[src/rtl/cdc_pkg.sv]
package cdc_pkg;
  typedef enum logic [1:0] {
    S_CLEAR   = 2'd0,
    S_COLLECT = 2'd1,
    S_BUILD   = 2'd2,
    S_READY   = 2'd3
  } cal_state_e;
endpackage

[src/rtl/cdc_histogram.sv]
module cdc_histogram #(
  parameter int NBINS  = 24,
  parameter int LOG2_M = 10,
  localparam int IDX_W = $clog2(NBINS),
  localparam int CNT_W = LOG2_M + 1
) (
  input  logic             clk,
  input  logic             rst_n,
  input  logic             clr_i,
  input  logic             inc_i,
  input  logic [IDX_W-1:0] idx_i,
  input  logic [IDX_W-1:0] rd_idx_i,
  output logic [CNT_W-1:0] rd_cnt_o
);
  localparam int M = 1 << LOG2_M;

  logic [CNT_W-1:0] cnt_q [NBINS];
  logic [CNT_W-1:0] cnt_d [NBINS];

  always_comb begin
    for (int b = 0; b < NBINS; b++) begin
      cnt_d[b] = cnt_q[b];
      if (clr_i)
        cnt_d[b] = '0;
      else if (inc_i && (int'(idx_i) == b))
        cnt_d[b] = cnt_q[b] + CNT_W'(1);
    end
  end

  always_ff @(posedge clk or negedge rst_n) begin
    if (!rst_n) begin
      for (int b = 0; b < NBINS; b++) cnt_q[b] <= '0;
    end else begin
      for (int b = 0; b < NBINS; b++) cnt_q[b] <= cnt_d[b];
    end
  end

  assign rd_cnt_o = cnt_q[rd_idx_i];

  generate
    for (genvar g = 0; g < NBINS; g++) begin : g_bound
      // the sample limit in the controller keeps each bin at or below M
      assert_bin_bound_R2: assert property (@(posedge clk) disable iff (!rst_n)
        int'(cnt_q[g]) <= M);
    end
  endgenerate
endmodule

[src/rtl/cdc_table_builder.sv]
module cdc_table_builder #(
  parameter int NBINS  = 24,
  parameter int LOG2_M = 10,
  parameter int OFS_W  = 8,
  localparam int IDX_W = $clog2(NBINS),
  localparam int CNT_W = LOG2_M + 1
) (
  input  logic             clk,
  input  logic             rst_n,
  input  logic             run_i,
  input  logic [CNT_W-1:0] cnt_i,
  output logic [IDX_W-1:0] rd_idx_o,
  output logic             wr_en_o,
  output logic [OFS_W-1:0] wr_data_o,
  output logic             last_o
);
  localparam int M     = 1 << LOG2_M;
  localparam int NUM_W = LOG2_M + 2 + OFS_W;

  logic [IDX_W-1:0] idx_q, idx_d;
  logic [CNT_W-1:0] cum_q, cum_d;
  logic [NUM_W-1:0] num, quot;
  logic [OFS_W-1:0] prev_q;

  always_comb begin
    num  = (NUM_W'(cum_q) << 1) + NUM_W'(cnt_i);
    quot = (num << OFS_W) >> (LOG2_M + 1);
    if (quot > NUM_W'((1 << OFS_W) - 1))
      wr_data_o = {OFS_W{1'b1}};
    else
      wr_data_o = quot[OFS_W-1:0];
  end

  always_comb begin
    idx_d = '0;
    cum_d = '0;
    if (run_i) begin
      idx_d = idx_q + IDX_W'(1);
      cum_d = cum_q + cnt_i;
    end
  end

  always_ff @(posedge clk or negedge rst_n) begin
    if (!rst_n) begin
      idx_q <= '0;
      cum_q <= '0;
    end else begin
      idx_q <= idx_d;
      cum_q <= cum_d;
    end
  end

  assign rd_idx_o = idx_q;
  assign wr_en_o  = run_i;
  assign last_o   = run_i && (int'(idx_q) == NBINS - 1);

  // Reference for the monotonicity check
  always_ff @(posedge clk or negedge rst_n) begin
    if (!rst_n)       prev_q <= '0;
    else if (wr_en_o) prev_q <= wr_data_o;
  end

  assert_idx_range_R4: assert property (@(posedge clk) disable iff (!rst_n)
    run_i |-> (int'(idx_q) < NBINS));

  assert_sum_bound_R3: assert property (@(posedge clk) disable iff (!rst_n)
    int'(cum_q) <= M);

  assert_monotone_R8: assert property (@(posedge clk) disable iff (!rst_n)
    (wr_en_o && (idx_q != '0)) |-> (wr_data_o >= prev_q));
endmodule

[src/rtl/cdc_lookup.sv]
module cdc_lookup #(
  parameter int NBINS  = 24,
  parameter int OFS_W  = 8,
  localparam int IDX_W = $clog2(NBINS)
) (
  input  logic             clk,
  input  logic             rst_n,
  input  logic             wr_en_i,
  input  logic [IDX_W-1:0] wr_idx_i,
  input  logic [OFS_W-1:0] wr_data_i,
  input  logic             rd_en_i,
  input  logic [IDX_W-1:0] rd_idx_i,
  output logic             ofs_valid_o,
  output logic [OFS_W-1:0] ofs_o
);
  logic [OFS_W-1:0] tbl_q [NBINS];
  logic             vld_q;
  logic [OFS_W-1:0] ofs_q;

  always_ff @(posedge clk) begin
    if (wr_en_i) tbl_q[wr_idx_i] <= wr_data_i;
  end

  always_ff @(posedge clk) begin
    if (rd_en_i) ofs_q <= tbl_q[rd_idx_i];
  end

  always_ff @(posedge clk or negedge rst_n) begin
    if (!rst_n) vld_q <= 1'b0;
    else        vld_q <= rd_en_i;
  end

  assign ofs_valid_o = vld_q;
  assign ofs_o       = ofs_q;
endmodule

[src/rtl/code_density_cal.sv]
module code_density_cal
  import cdc_pkg::*;
#(
  parameter int CODE_W = 5,
  parameter int NBINS  = 24,
  parameter int LOG2_M = 10,
  parameter int OFS_W  = 8,
  localparam int IDX_W = $clog2(NBINS),
  localparam int CNT_W = LOG2_M + 1
) (
  input  logic              clk,
  input  logic              rst_n,
  input  logic              cal_start_i,
  output logic              cal_done_o,
  input  logic              code_valid_i,
  input  logic [CODE_W-1:0] code_i,
  output logic              ofs_valid_o,
  output logic [OFS_W-1:0]  ofs_o
);
  cal_state_e        state_q, state_d;
  logic [LOG2_M-1:0] samp_q, samp_d;
  logic [IDX_W-1:0]  code_idx, rd_idx;
  logic [CNT_W-1:0]  rd_cnt;
  logic              build_last, wr_en;
  logic [OFS_W-1:0]  wr_data;

  always_comb begin
    if (int'(code_i) >= NBINS) code_idx = IDX_W'(NBINS - 1);
    else                       code_idx = code_i[IDX_W-1:0];
  end

  always_comb begin
    state_d = state_q;
    samp_d  = samp_q;
    unique case (state_q)
      S_CLEAR: begin
        samp_d  = '0;
        state_d = S_COLLECT;
      end
      S_COLLECT: if (code_valid_i) begin
        samp_d = samp_q + LOG2_M'(1);
        if (samp_q == {LOG2_M{1'b1}}) state_d = S_BUILD;
      end
      S_BUILD: if (build_last) state_d = S_READY;
      S_READY: if (cal_start_i) state_d = S_CLEAR;
      default: state_d = S_CLEAR;
    endcase
  end

  always_ff @(posedge clk or negedge rst_n) begin
    if (!rst_n) begin
      state_q <= S_CLEAR;
      samp_q  <= '0;
    end else begin
      state_q <= state_d;
      samp_q  <= samp_d;
    end
  end

  assign cal_done_o = (state_q == S_READY);

  cdc_histogram #(.NBINS(NBINS), .LOG2_M(LOG2_M)) i_hist (
    .clk      (clk),
    .rst_n    (rst_n),
    .clr_i    (state_q == S_CLEAR),
    .inc_i    ((state_q == S_COLLECT) && code_valid_i),
    .idx_i    (code_idx),
    .rd_idx_i (rd_idx),
    .rd_cnt_o (rd_cnt)
  );

  cdc_table_builder #(.NBINS(NBINS), .LOG2_M(LOG2_M), .OFS_W(OFS_W)) i_build (
    .clk       (clk),
    .rst_n     (rst_n),
    .run_i     (state_q == S_BUILD),
    .cnt_i     (rd_cnt),
    .rd_idx_o  (rd_idx),
    .wr_en_o   (wr_en),
    .wr_data_o (wr_data),
    .last_o    (build_last)
  );

  cdc_lookup #(.NBINS(NBINS), .OFS_W(OFS_W)) i_lut (
    .clk         (clk),
    .rst_n       (rst_n),
    .wr_en_i     (wr_en),
    .wr_idx_i    (rd_idx),
    .wr_data_i   (wr_data),
    .rd_en_i     ((state_q == S_READY) && code_valid_i),
    .rd_idx_i    (code_idx),
    .ofs_valid_o (ofs_valid_o),
    .ofs_o       (ofs_o)
  );

  assert_hold_invalid_R1: assert property (@(posedge clk) disable iff (!rst_n)
    ofs_valid_o |-> $past(cal_done_o));

  assert_done_after_build_R3: assert property (@(posedge clk) disable iff (!rst_n)
    $rose(cal_done_o) |-> $past(state_q == S_BUILD));

  assert_restart_R7: assert property (@(posedge clk) disable iff (!rst_n)
    (cal_done_o && cal_start_i) |=> !cal_done_o);
endmodule

[config.mk]
export PLATFORM = sky130hd
export DESIGN_NAME = code_density_cal
export DESIGN_NICKNAME = d
export VERILOG_FILES = /design/src/rtl/cdc_pkg.sv /design/src/rtl/cdc_histogram.sv /design/src/rtl/cdc_table_builder.sv /design/src/rtl/cdc_lookup.sv /design/src/rtl/code_density_cal.sv
export SDC_FILE = /design/constraint.sdc
export NUM_CORES = 1
export LEC_CHECK = 0
export BUFFER_PORTS_ARGS = -buffer_cell sky130_fd_sc_hd__buf_2
export CORE_MARGIN = 2
export CORE_UTILIZATION = 40
export DETAILED_ROUTE_END_ITERATION = 10
export GPL_TIMING_DRIVEN = 0
export SLEW_MARGIN = 20
export SYNTH_ARGS = -nofsm -noshare
export SYNTH_HDL_FRONTEND = slang
export SYNTH_SLANG_ARGS = --single-unit
export TNS_END_PERCENT = 1
[constraint.sdc]
create_clock -name clk -period 6.08 [get_ports clk]
set_input_delay 1.216 -clock clk [delete_from_list [all_inputs] [get_ports clk]]
set_output_delay 1.216 -clock clk [all_outputs]
set_load 0.05 [all_outputs]
==> results_dict.tcl <==
set metrics [dict create \
    first_iter_violations 1589 \
    criticalPathCategory "reg2reg" \
    synthXorXnorAreaFrac_pct 7.99 \
    area_growth_pct 12.0 \
    worstHoldStart "samp_q[5]" \
    grt_max_degree 98 \
    core_region_area_um2 60500 \
    maxCapViolations 0 \
    maxSlewHeadroom_pct 25.6 \
    routed_wl_um 67500 \
    maxSlewViolCount 0 \
    syn-num-nets 2228 \
    num_vias 17658 \
    worst-path-buf-inv 4 \
    crit_arrival_ps 6150 \
    cts_hold_buf 0 \
    layout_setup_ws_ps -5.54 \
    p_per_area_nw_per_um2 302 \
    rows 90 \
    synth.most_common_cell "dfrtp_1" \
    finalCriticalPeriod_ps 6090 \
    antenna_left 0 \
    clk_pin_slew_ps 60 \
    placed_cells 2968 \
    cts_tree "built" \
    root_buffer "clkbuf_16" \
    cts.sinks 493 \
    dpl-instance-area_um2 25700 \
    die_w_um 252 \
    synth_area_leaders "dfrtp_1 30%, edfxtp_1 24%, mux4_2 6.1%" \
    synth_top_cell_area_share_pct 29.9 \
    cts_setup_buffers 0 \
    worstPathMaxFanout 24 \
    synth-seq-area-share_pct 54.4 \
    required_ps 6140 \
    routedWlPerCell_um 22.0 \
    clockBufferDepth 3 \
    ys_ff_latch 493 \
    clock_latency_ps 610 \
    dr.pass1.iters 5 \
    cts-buffers-inserted 53 \
    synth_simple_gate_area_share_pct 15.0 \
    place.gp.congestion 0.953 \
    final_hold_viol_count 0 \
    synth_edf_count 200 \
    via_per_inst 5.76 \
    die_h_um 252 \
    drc 0 \
    synthArstFlopShare_pct 59.4 \
    synth_top_area_cell "dfrtp_1" \
    grt_usage_pct 21.5 \
    synth-compound-area-share_pct 9.12 \
    start_util_pct 40.6 \
    diodes 0 \
    grt_pass1_wl_um 105000 \
    muxShareOfSynthArea_pct 8.88 \
    startpoint "i_build.rd_idx_o[1]" \
    report.power.total_uw 8320 \
    stdcell_count 3065 \
    leakagePower_uw 0.0112 \
    layout-drive-gt1-share_pct 9.77 \
    failed_checks "setup timing" \
    fin_crit_sh_pct 100 \
    crit_chain "buf_6, buf_2, buf_1, clkbuf_1, mux4_2, a22oi_1, nand3_1, ha_1, nand2_1, a21oi_1, nand4_1, o21ai_2, a31oi_4, xor2_2, nand2_1" \
    setup_violations 8 \
    skew_ps 26.8 \
    crit_family "buffers and inverters" \
    ios 19 \
    fin_tns_setup_ps -15.5 \
    reg2reg_from "i_build.rd_idx_o[1]" \
    rsz0062_at_grt "true" \
    synthTopCellsByCount "293 x dfrtp_1, 291 x nor2_1, 200 x edfxtp_1, 172 x nand2_1, 152 x xor2_1" \
    port_buffers 16 \
    syn-cell-area_um2 24500 \
    tightest_slew_ps 1120 \
    htreeDepth 2 \
    irDropWorstVdd_mv 0.252 \
    grt_pass1_vias 17674 \
    critical_path.endpoint_type "flop" \
    synth_fa_ha_area_share_pct 2.73 \
    startpoint_type "flop" \
    slowest_stage "nand2_1" \
    crit_path_frequent_cell "nand2_1" \
    holdWs_ps 498 \
    ys_warn_count 0 \
    die_area_um2 63300 \
    post_cts_resized 0 \
    grt.overflow.total 0 \
    synth_top_family_by_area "simple AND/OR/NAND/NOR gates" \
    yosys_most_used_dff "dfrtp_1" \
    antenna_found_initial 0 \
    yosysUniqueCellTypes 60 \
    status "complete, but fails checks" \
    hold_path_class "reg2reg" \
    fin_nets 2303 \
    max_freq_ghz 0.164 \
    max_stage_delay_ps 730 \
    synthCells 2166 \
    final_cell_area_um2 27500 \
    synth.avg_cell_area_um2 11.3 \
    hpwl_um 47800 \
]
## cell usage in the layout (no fill, tap or decap), drive strengths merged, types with 17 or more instances in the layout
master	instances
a21o	17
a21oi	101
a22oi	30
and2	21
and3	38
buf	48
clkbuf	153
dfrtp	293
edfxtp	200
ha	52
inv	21
mux2	23
mux2i	43
mux4	66
nand2	172
nand3	86
nand4	51
nor2	297
nor3	24
o211ai	22
o21ai	120
or3	59
xnor2	70
xor2	153
## report_power, final
part | leakage, µW | switching (µW) | total, µW | internal [µW]
sequential | 0.00612 | 54.3 | 3580 | 3520
combinational | 0.00419 | 1080 | 1430 | 351
clock | 0.000870 | 1370 | 3310 | 1940
## path summary, 6_finish.rpt
| check | depth (start not counted) | slack (ps) | to |
|---|---|---|---|
| min reg2reg | 1 | 500 | samp_q[5] |
| max | 15 | -6 | i_lut.tbl_q[12][5] |
| min in group asynchronous | 1 | 510 | i_hist.cnt_q[72] |
| max in group asynchronous | 3 | 4410 | i_build.cum_q[1] |
| min | 1 | 500 | samp_q[5] |
| max reg2reg | 15 | -6 | i_lut.tbl_q[12][5] |
## registers in the layout (all words and copies together), names as in the netlist
name,flops
i_lut.ofs_valid_o,1
i_build.rd_idx_o,5
i_build.cum_q,11
state_q,2
samp_q,10
i_lut.tbl_q,192
i_hist.cnt_q,264
i_lut.ofs_o,8
## logic make-up (layout without fill, tap and decap cells)
family	after synthesis	after routing
fa+ha+maj	53	53
mux	132	132
flops	493	493
xor+xnor	223	223
compound gates	362	362
simple gates	783	783
buf+inv	120	237
## layer usage
layer	share of wire, %	up-vias	GRT usage [%]	wire length (µm)
li1	-	8024	-	-
met1	42	8902	28.5	28500
met2	47	602	35.1	31800
met3	6.4	130	3.45	4330
met4	4.3	0	9.06	2880
met5	0	-	0	0
## final cells by class
type	instances	area, µm²
fill	5531	33000
sequential	493	13300
multi-input combinational	1553	10700
clock buffer	79	1520
tap	782	978
buffer	102	413
clock inverter	18	236
timing repair buffer	20	200
inverter	18	67.6
## per-stage QoR
| stage | worst slack (ps) | util, % |
|---|---|---|
| finish | -5.54 | 45.5 |
| global route | -163 | 45.5 |
| CTS | 88.3 | 45.5 |
| detailed placement | 119 | 42.5 |
| global placement | -1930 | 42.3 |
| floorplan | 1680 | - |
(Power assumes the default switching activity.)
